$ cat config.mk
export PLATFORM = sky130hd
export DESIGN_NAME = adc_serial_port
export DESIGN_NICKNAME = d
export VERILOG_FILES = /design/src/rtl/adc_sp_pkg.sv /design/src/rtl/adc_sp_conv_timer.sv /design/src/rtl/adc_sp_test_window.sv /design/src/rtl/adc_sp_serializer.sv /design/src/rtl/adc_serial_port.sv
export SDC_FILE = /design/constraint.sdc
export NUM_CORES = 1
export LEC_CHECK = 0
export CAP_MARGIN = 0
export CORE_ASPECT_RATIO = 0.5
export CORE_MARGIN = 1
export CORE_UTILIZATION = 55
export CTS_CLUSTER_DIAMETER = 50
export DETAILED_ROUTE_END_ITERATION = 12
export DONT_BUFFER_PORTS = 1
export MAX_ROUTING_LAYER = met4
export PLACE_DENSITY = 0.71
export SYNTH_ARGS = -nofsm -noshare
export SYNTH_HDL_FRONTEND = slang
export SYNTH_SLANG_ARGS = --single-unit
$ cat constraint.sdc
create_clock -name clk -period 2.65 [get_ports clk]
set_input_delay 0 -clock clk [delete_from_list [all_inputs] [get_ports clk]]
set_output_delay 0 -clock clk [all_outputs]
set_load 0.02 [all_outputs]
$ cat src/rtl/adc_sp_pkg.sv
// Shared types for the serial result port.
// Assumes nothing beyond IEEE 1800-2017.
package adc_sp_pkg;

    // Top-level sequencing states
    typedef enum logic [1:0] {
        SP_CONV  = 2'd0,
        SP_SLEEP = 2'd1,
        SP_OUT   = 2'd2
    } sp_state_e;

endpackage

$ cat src/rtl/adc_sp_conv_timer.sv
// Conversion timer: counts cycles spent converting and accepts a completion
// strobe only once CONV_CYCLES have elapsed.
// Assumes run is high exactly while the top is in the converting state.
module adc_sp_conv_timer #(
    parameter int CONV_CYCLES = 20000
) (
    input  logic clk,
    input  logic rst_n,
    input  logic run,
    input  logic conv_done,
    output logic conv_end
);
    localparam int CW = $clog2(CONV_CYCLES + 1);

    logic [CW-1:0] age;

    // Age counter: cleared outside conversion, saturates at the limit
    always_ff @(posedge clk) begin
        if (!rst_n) begin
            age <= '0;
        end else if (!run) begin
            age <= '0;
        end else if (age != CW'(CONV_CYCLES)) begin
            age <= age + 1'b1;
        end
    end

    assign conv_end = run && conv_done && (age == CW'(CONV_CYCLES));
endmodule

$ cat src/rtl/adc_sp_test_window.sv
// Test window: counts consecutive sleep cycles with select low and flags the
// cycle on which the transfer must begin.
// Assumes armed is high exactly while the top is asleep.
module adc_sp_test_window #(
    parameter int TEST_CYCLES = 4
) (
    input  logic clk,
    input  logic rst_n,
    input  logic armed,
    input  logic cs_n,
    output logic window_done
);
    localparam int WW = $clog2(TEST_CYCLES + 1);

    logic [WW-1:0] low_cnt;

    // Low-time counter: restarts on any high cycle or outside sleep
    always_ff @(posedge clk) begin
        if (!rst_n) begin
            low_cnt <= '0;
        end else if (!armed || cs_n) begin
            low_cnt <= '0;
        end else if (!window_done) begin
            low_cnt <= low_cnt + 1'b1;
        end
    end

    assign window_done = armed && !cs_n && (low_cnt == WW'(TEST_CYCLES - 1));
endmodule

$ cat src/rtl/adc_sp_serializer.sv
// Serializer: holds the frame word, generates the serial clock phases and
// shifts one bit on every falling clock edge.
// Assumes start is a single-cycle pulse and that run is high only during a
// transfer with select low.
module adc_sp_serializer #(
    parameter int FRAME_W  = 32,
    parameter int SCK_HALF = 2
) (
    input  logic               clk,
    input  logic               rst_n,
    input  logic               load,
    input  logic [FRAME_W-1:0] word,
    input  logic               start,
    input  logic               run,
    output logic               ser_sck,
    output logic               ser_bit,
    output logic               frame_end
);
    localparam int PW = $clog2(SCK_HALF + 1);
    localparam int EW = $clog2(FRAME_W + 1);

    logic [FRAME_W-1:0] shreg;
    logic [PW-1:0]      ph;
    logic [EW-1:0]      rises;
    logic               sck_q;
    logic               phase_last;
    logic               falling;

    assign phase_last = (ph == PW'(SCK_HALF - 1));
    assign frame_end  = run && sck_q && phase_last && (rises == EW'(FRAME_W - 1));
    assign falling    = run && sck_q && phase_last && !frame_end;

    // Frame register: status bit on top, shifted left on each falling edge
    always_ff @(posedge clk) begin
        if (!rst_n) begin
            shreg <= '0;
        end else if (load) begin
            shreg <= {1'b0, word[FRAME_W-2:0]};
        end else if (falling) begin
            shreg <= {shreg[FRAME_W-2:0], 1'b1};
        end
    end

    // Clock phase generator: SCK_HALF cycles per level, counts rising edges
    always_ff @(posedge clk) begin
        if (!rst_n) begin
            ph    <= '0;
            sck_q <= 1'b1;
            rises <= '0;
        end else if (start) begin
            ph    <= '0;
            sck_q <= 1'b1;
            rises <= '0;
        end else if (run) begin
            if (phase_last) begin
                ph <= '0;
                if (!sck_q) begin
                    sck_q <= 1'b1;
                    rises <= rises + 1'b1;
                end else if (!frame_end) begin
                    sck_q <= 1'b0;
                end
            end else begin
                ph <= ph + 1'b1;
            end
        end
    end

    assign ser_sck = sck_q;
    assign ser_bit = shreg[FRAME_W-1];
endmodule

$ cat src/rtl/adc_serial_port.sv
// Serial result port top: sequences conversion, sleep and transfer, and
// builds the status, data and clock pins from the three sub-blocks.
// Assumes cs_n and conv_done are synchronous to clk.
module adc_serial_port
    import adc_sp_pkg::*;
#(
    parameter int FRAME_W     = 32,
    parameter int CONV_CYCLES = 20000,
    parameter int TEST_CYCLES = 4,
    parameter int SCK_HALF    = 2
) (
    input  logic               clk,
    input  logic               rst_n,
    input  logic               cs_n,
    input  logic               conv_done,
    input  logic [FRAME_W-1:0] result,
    output logic               sck,
    output logic               sdo,
    output logic               sdo_oe
);
    sp_state_e state, state_nxt;
    logic      conv_end;
    logic      window_done;
    logic      frame_end;
    logic      ser_sck;
    logic      ser_bit;
    logic      park;
    logic      ser_run;

    assign ser_run = (state == SP_OUT) && !cs_n;

    adc_sp_conv_timer #(.CONV_CYCLES(CONV_CYCLES)) u_timer (
        .clk       (clk),
        .rst_n     (rst_n),
        .run       (state == SP_CONV),
        .conv_done (conv_done),
        .conv_end  (conv_end)
    );

    adc_sp_test_window #(.TEST_CYCLES(TEST_CYCLES)) u_window (
        .clk         (clk),
        .rst_n       (rst_n),
        .armed       (state == SP_SLEEP),
        .cs_n        (cs_n),
        .window_done (window_done)
    );

    adc_sp_serializer #(.FRAME_W(FRAME_W), .SCK_HALF(SCK_HALF)) u_ser (
        .clk       (clk),
        .rst_n     (rst_n),
        .load      (conv_end),
        .word      (result),
        .start     (window_done),
        .run       (ser_run),
        .ser_sck   (ser_sck),
        .ser_bit   (ser_bit),
        .frame_end (frame_end)
    );

    // Next-state choice for the three-state sequence
    always_comb begin
        state_nxt = state;
        unique case (state)
            SP_CONV:  if (conv_end)    state_nxt = SP_SLEEP;
            SP_SLEEP: if (window_done) state_nxt = SP_OUT;
            SP_OUT:   if (cs_n || frame_end) state_nxt = SP_CONV;
            default:  state_nxt = SP_CONV;
        endcase
    end

    // State register
    always_ff @(posedge clk) begin
        if (!rst_n) state <= SP_CONV;
        else        state <= state_nxt;
    end

    // Park flag: keeps the clock high after a complete frame
    always_ff @(posedge clk) begin
        if (!rst_n)                      park <= 1'b0;
        else if (cs_n || conv_end)       park <= 1'b0;
        else if (ser_run && frame_end)   park <= 1'b1;
    end

    assign sdo_oe = !cs_n;
    assign sdo    = (state == SP_OUT) ? ser_bit : (state == SP_CONV);
    assign sck    = (state == SP_OUT) ? ser_sck : (cs_n || park);
endmodule

# Yosys cells after proc, flatten, opt, wreduce, memory -nomap -nowiden

Cells that the tools add are included.

Logic and storage cells: 63
Output and inout bits: 3
Register bits: 62

Mux-type cells: 11
Add/sub/neg operators: 4
Reduce and logical (&&, ||, !) cells: 27
Bitwise gates (word level): 2
Equal/unequal tests: 10

Operators with widths:

| operator                                                               | count |
|---|---|
| 31-bit 2-to-1 mux                                                      | 2 |
| 15-bit by 1-bit adder with 15-bit output (second input constant)       | 1 |
| 15-bit equality test (second input constant)                           | 1 |
| 15-bit != test (second input constant)                                 | 1 |
| 1-bit logical AND                                                      | 10 |
| 2-bit 2-to-1 mux                                                       | 4 |
| 2-bit OR reduction                                                     | 4 |
| 6-bit by 1-bit adder with 6-bit output (second input constant)         | 1 |
| 6-bit by 5-bit equality test with 1-bit output (second input constant) | 1 |
| 2-bit one-hot mux with 3 select lines                                  | 1 |
| 3-bit AND reduction                                                    | 2 |
| 2-bit by 1-bit equality test with 1-bit output (second input constant) | 2 |
| 1-bit logical OR                                                       | 4 |
| 1-bit 2-to-1 mux                                                       | 4 |
| 2-bit by 1-bit != test with 1-bit output (second input constant)       | 2 |
| 2-bit AND reduction                                                    | 2 |
| 3-bit by 1-bit adder with 3-bit output (second input constant)         | 1 |
| 3-bit by 2-bit equality test with 1-bit output (second input constant) | 1 |
| 1-bit logical NOT                                                      | 3 |
| 2-bit by 1-bit adder with 2-bit output (second input constant)         | 1 |
| 2-bit equality test (second input constant)                            | 1 |
| 2-bit logical NOT                                                      | 1 |
| 2-bit != test (second input constant)                                  | 1 |
| 1-bit NOT                                                              | 2 |
| 2-bit nonzero test                                                     | 1 |

# Longest topological paths before layout

Depth in word-level cells: 9
Gate-level depth with buffers: 8
Mapped depth without buffers: 6

# Hierarchy

A second synthesis with hierarchy kept.

Cell total of the unflattened synthesis: 341
Area total of the unflattened synthesis: 2812.7 um^2

Modules (own cells, without submodules):

| module             | cells an instance | sequential area each (um^2) | instances | area an instance (um^2) |
|---|---|---|---|---|
| adc_sp_serializer  | 217               | 820.8                       | 1         | 1705.4 |
| adc_sp_conv_timer  | 87                | 300.3                       | 1         | 763.2 |
| adc_serial_port    | 23                | 60.1                        | 1         | 185.2 |
| adc_sp_test_window | 14                | 60.1                        | 1         | 158.9 |

# Worst setup path before layout

Ideal clock, no wire load.

Kind: flip-flop to flip-flop
Start point: reg u_timer.age[3]
End point: reg u_ser.shreg[0]
Cell stages (with the launch flop): 6
Arrival: 2.016 ns
Setup time: 0.122 ns
Path buffers: 1
Clock period less this slack: 2.138 ns
Path slack: 0.512 ns
Path through: dfxtp_1 or4b_4 or4_4 buf_6 or3_1 o311a_1

Cells in the longest elaborated chain, start to end: 3
Elaborated cells on any way between the ends: 4

Ends and longest elaborated chain:

| what                                                    | RTL line                | source |
|---|---|---|
| start: declaration                                      | adc_sp_conv_timer.sv:15 | `logic [CW-1:0] age;` |
| start signal: assignment                                | adc_sp_conv_timer.sv:24 | `age <= age + 1'b1;` |
| 15-bit equality test (*)                                | adc_sp_conv_timer.sv:28 | `assign conv_end = run && conv_done && (age == CW'(CONV_CYCLES));` |
| 1-bit logical AND (*)                                   | adc_sp_conv_timer.sv:28 |  |
| 31-bit 2-to-1 mux or 2-bit nonzero test (tied branches) | -                       |  |
| end signal: assignment                                  | adc_sp_serializer.sv:38 | `shreg <= {1'b0, word[FRAME_W-2:0]};` |
| end signal: assignment                                  | adc_sp_serializer.sv:40 | `shreg <= {shreg[FRAME_W-2:0], 1'b1};` |
| end: declaration                                        | adc_sp_serializer.sv:22 | `logic [FRAME_W-1:0] shreg;` |

Mark *: on every way between the ends. The rest lies on a longest branch, timed or not.
A chain may end at the register's enable or synchronous reset.

# Worst setup path after layout

Start point: reg u_timer.age[5]
End point: reg u_ser.shreg[0]

The elaborated chain is that of the path after synthesis.

==> out/qor.txt <==
status: finished, final reports clean
vias per std cell: 6.33
Final #Nets: 422
# clock sinks: 62
initial antenna violation count: 0
max layer used: met4
CP Class: register to register
Post-CTS Resized: 0
Routability Congestion: 0.808
clk buf depth: 2
gr ovfl total: 0
DR WL/cell: 16.5 um
Yosys reg bits: 62
Reg2Reg Depth: 4
CTS root buffer: clkbuf_8
critical path arrival: 2.55 ns
Post-CTS Repair Setup Buffers: 0
detailed placement HPWL: 4340 um
fin crit share: 87.8%
R2R Setup Slk: 0.32 ns
FILL cells: 426
vias in the first global route: 2580
share of the synthesized area in the top cell type: 41.3%
die area: 5790 um^2
WL met2: 3560 um
top area cells in the synthesized netlist: dfxtp_1 (41%), nand3_1 (11%), o221ai_1 (8.2%), a31oi_1 (5.8%), clkbuf_1 (3.7%)
CTS buffer count: 9
Initial Util: 59.1%
hold path endpoint: u_ser.rises[1]$_SDFFE_PP0P_
EDFF count, synth: 0
slew margin rel.: 51.9%
Die Y: 54.3 um
Fin. Hold Viols: 0
hold path start: cs_n
final setup TNS: 0 ns
Crit path max-delay family: simple AND/OR/NAND/NOR gates
Worst Max-Slew Pin Slew: 0.715 ns
critical-path cell list: or4b_4 > or4_4 > or3_1 > o311a_1
fraction of layout cells with a size suffix above 1: 8.29%
met1 WL: 3370 um
Seq/Total Area, Yosys: 41.3%
critical path launch point type: register
DRC errors left: 0
cts hold-fix bufs: 33
Min-Delay Path Depth: 4
CTS tree: yes
# H-tree levels: 3
largest net degree at the start of global routing: 34
Crit path buffers/inverters: 0
PwrDens: 530 nW/um^2
post-synth net total: 402
max-slew violation count: 0
number of DRC markers in iteration 0: 219
multi-input logic area: 1570 um^2
first-pass GRT wire length: 12000 um
Die Wd: 107 um
R2R Path End: u_ser.shreg[0]$_SDFFE_PN0P_
Total GRT Usage: 27.8%
Critical Path Source: u_timer.age[5]$_SDFFE_PN0P_
Peak VDD IR: 0.279 mV
syn_area_per_cell: 8.33 um^2
Crit-path slowest cell: or4_4
Setup Skew: 0.00665 ns
Area Growth Syn to Fin: 18.1%
number of routed nets with antenna violations: 0
met3 routed WL: 450 um
most common cell after layout, fill and taps aside: nand3_1
TritonRoute pass-1 iters: 6
via count: 2886
# IOs: 39
unrepaired setup endpoints after global routing: false
Worst Path Max Fanout: 33
Synth area leader: dfxtp_1
Synth Instances: 361
setup violators final: 0
minimum clock period: 2.33 ns
maxcap violations: 0
most frequent cells in the layout: nand3_1 (68), dfxtp_1 (62), dlygate4sd3_1 (33), o221ai_1 (28), a31oi_1 (28)
core area: 5090 um^2
Top FF cell, synth: dfxtp_1
Syn. warnings: 0
post-synthesis cell type count: 37
overall power: 1.88 mW
HP Class: primary input to register
Antenna Cells: 0
# rows: 18
FMAX: 430 MHz
Reg2Reg Launch Point: u_timer.age[5]$_SDFFE_PN0P_
clk slew on worst S/H paths: 0.07 ns
clk_lat worst skew: 0.34 ns
synthesized cell area: 3010 um^2
register area: 1240 um^2
Post-Route WL: 7520 um
Leak Pwr: 1.14 nW
CP Capture Type: register
CP required: 2.88 ns
port bufs: 0
asr flop ratio synth: 0%
max incr delay on CP: 0.75 ns
[where the power goes]
group,internal [mW],switching [mW]
clock,0.481,0.362
combinational,0.0465,0.0507
sequential,0.935,0.00479
total,1.46,0.418
[worst max path at each step]
| stage | slack, ns | to | cells past startpoint |
|---|---|---|---|
| final | 0.32 | u_ser.shreg[0]$_SDFFE_PN0P_ | 4 |
| after global routing | 0.23 | u_ser.shreg[0]$_SDFFE_PN0P_ | 4 |
| after CTS | 0.33 | u_ser.shreg[0]$_SDFFE_PN0P_ | 4 |
| after detailed placement | 0.33 | u_ser.shreg[0]$_SDFFE_PN0P_ | 4 |
| after global placement | 0.36 | u_ser.shreg[0]$_SDFFE_PN0P_ | 4 |
| after floorplan | 0.51 | u_ser.shreg[0]$_SDFFE_PN0P_ | 5 |
[Yosys cell counts (3+ instances only)]
master / n
or3_1: 4
a31oi_1: 28
nor4_1: 4
nand4_1: 4
nor3_1: 10
xor2_1: 10
o21ai_0: 5
nand2_1: 17
dfxtp_1: 62
clkbuf_1: 30
ha_1: 5
xnor2_1: 9
a21oi_1: 10
nor2_1: 27
inv_1: 11
nand3_1: 68
buf_6: 4
and3_1: 3
o221ai_1: 28
[through the flow]
stage | hold slack [ns] | setup slack (ns) | utilization (%) | cells | instance area [um^2]
after floorplan | 0.104 | 0.512 | - | 361 | 3010
after global placement | 0.124 | 0.358 | 59.3 | 407 | 3020
after detailed placement | 0.123 | 0.334 | 59.3 | 407 | 3020
after CTS | 0.0331 | 0.326 | 69.8 | 456 | 3550
after global routing | 0.0593 | 0.227 | 69.8 | 456 | 3550
final | 0.0412 | 0.323 | 69.8 | 456 | 3550
[worst register-to-register path, cell delays in order, from the launching register on]
cell,delay (ns)
dfxtp_1,0.42
or4b_4,0.51
or4_4,0.75
or3_1,0.42
o311a_1,0.12
[cell type report]
type	count	share of cell area [%]
Timing Repair Buffer	44	11.6
Sequential cell	62	35.0
Clock buffer	12	4.37
Clock inverter	4	1.27
Multi-Input combinational cell	253	44.2
Tap cell	70	2.47
Inverter	11	1.16
[layer usage]
metal / vias to the layer above / track usage, %
met3: 17 / 6.79
met2: 111 / 45.6
met1: 1374 / 33.4
li1: 1384 / -
met5: - / -
met4: 0 / 13.2
[logic make-up (layout without fill, tap and decap cells)]
family / Yosys count / after routing / share of synthesized area, %
muxes: 1 / 1 / 0.333
buffers and inverters: 46 / 71 / 6.78
adders and majority gates: 5 / 5 / 2.08
xor gates and xnor gates: 19 / 19 / 5.53
DFF: 62 / 62 / 41.3
AOI/OAI and AO/OA: 79 / 79 / 18.5
and+or+nand+nor: 149 / 149 / 25.5
[state kept, by name, summed over array words and instances, names as in the netlist]
signal	cells
u_timer.age	15
u_ser.shreg	32
state	2
u_ser.rises	6
park	1
u_window.low_cnt	3
u_ser.ph	2
u_ser.ser_sck	1
Power figures use the tool's default switching activity.
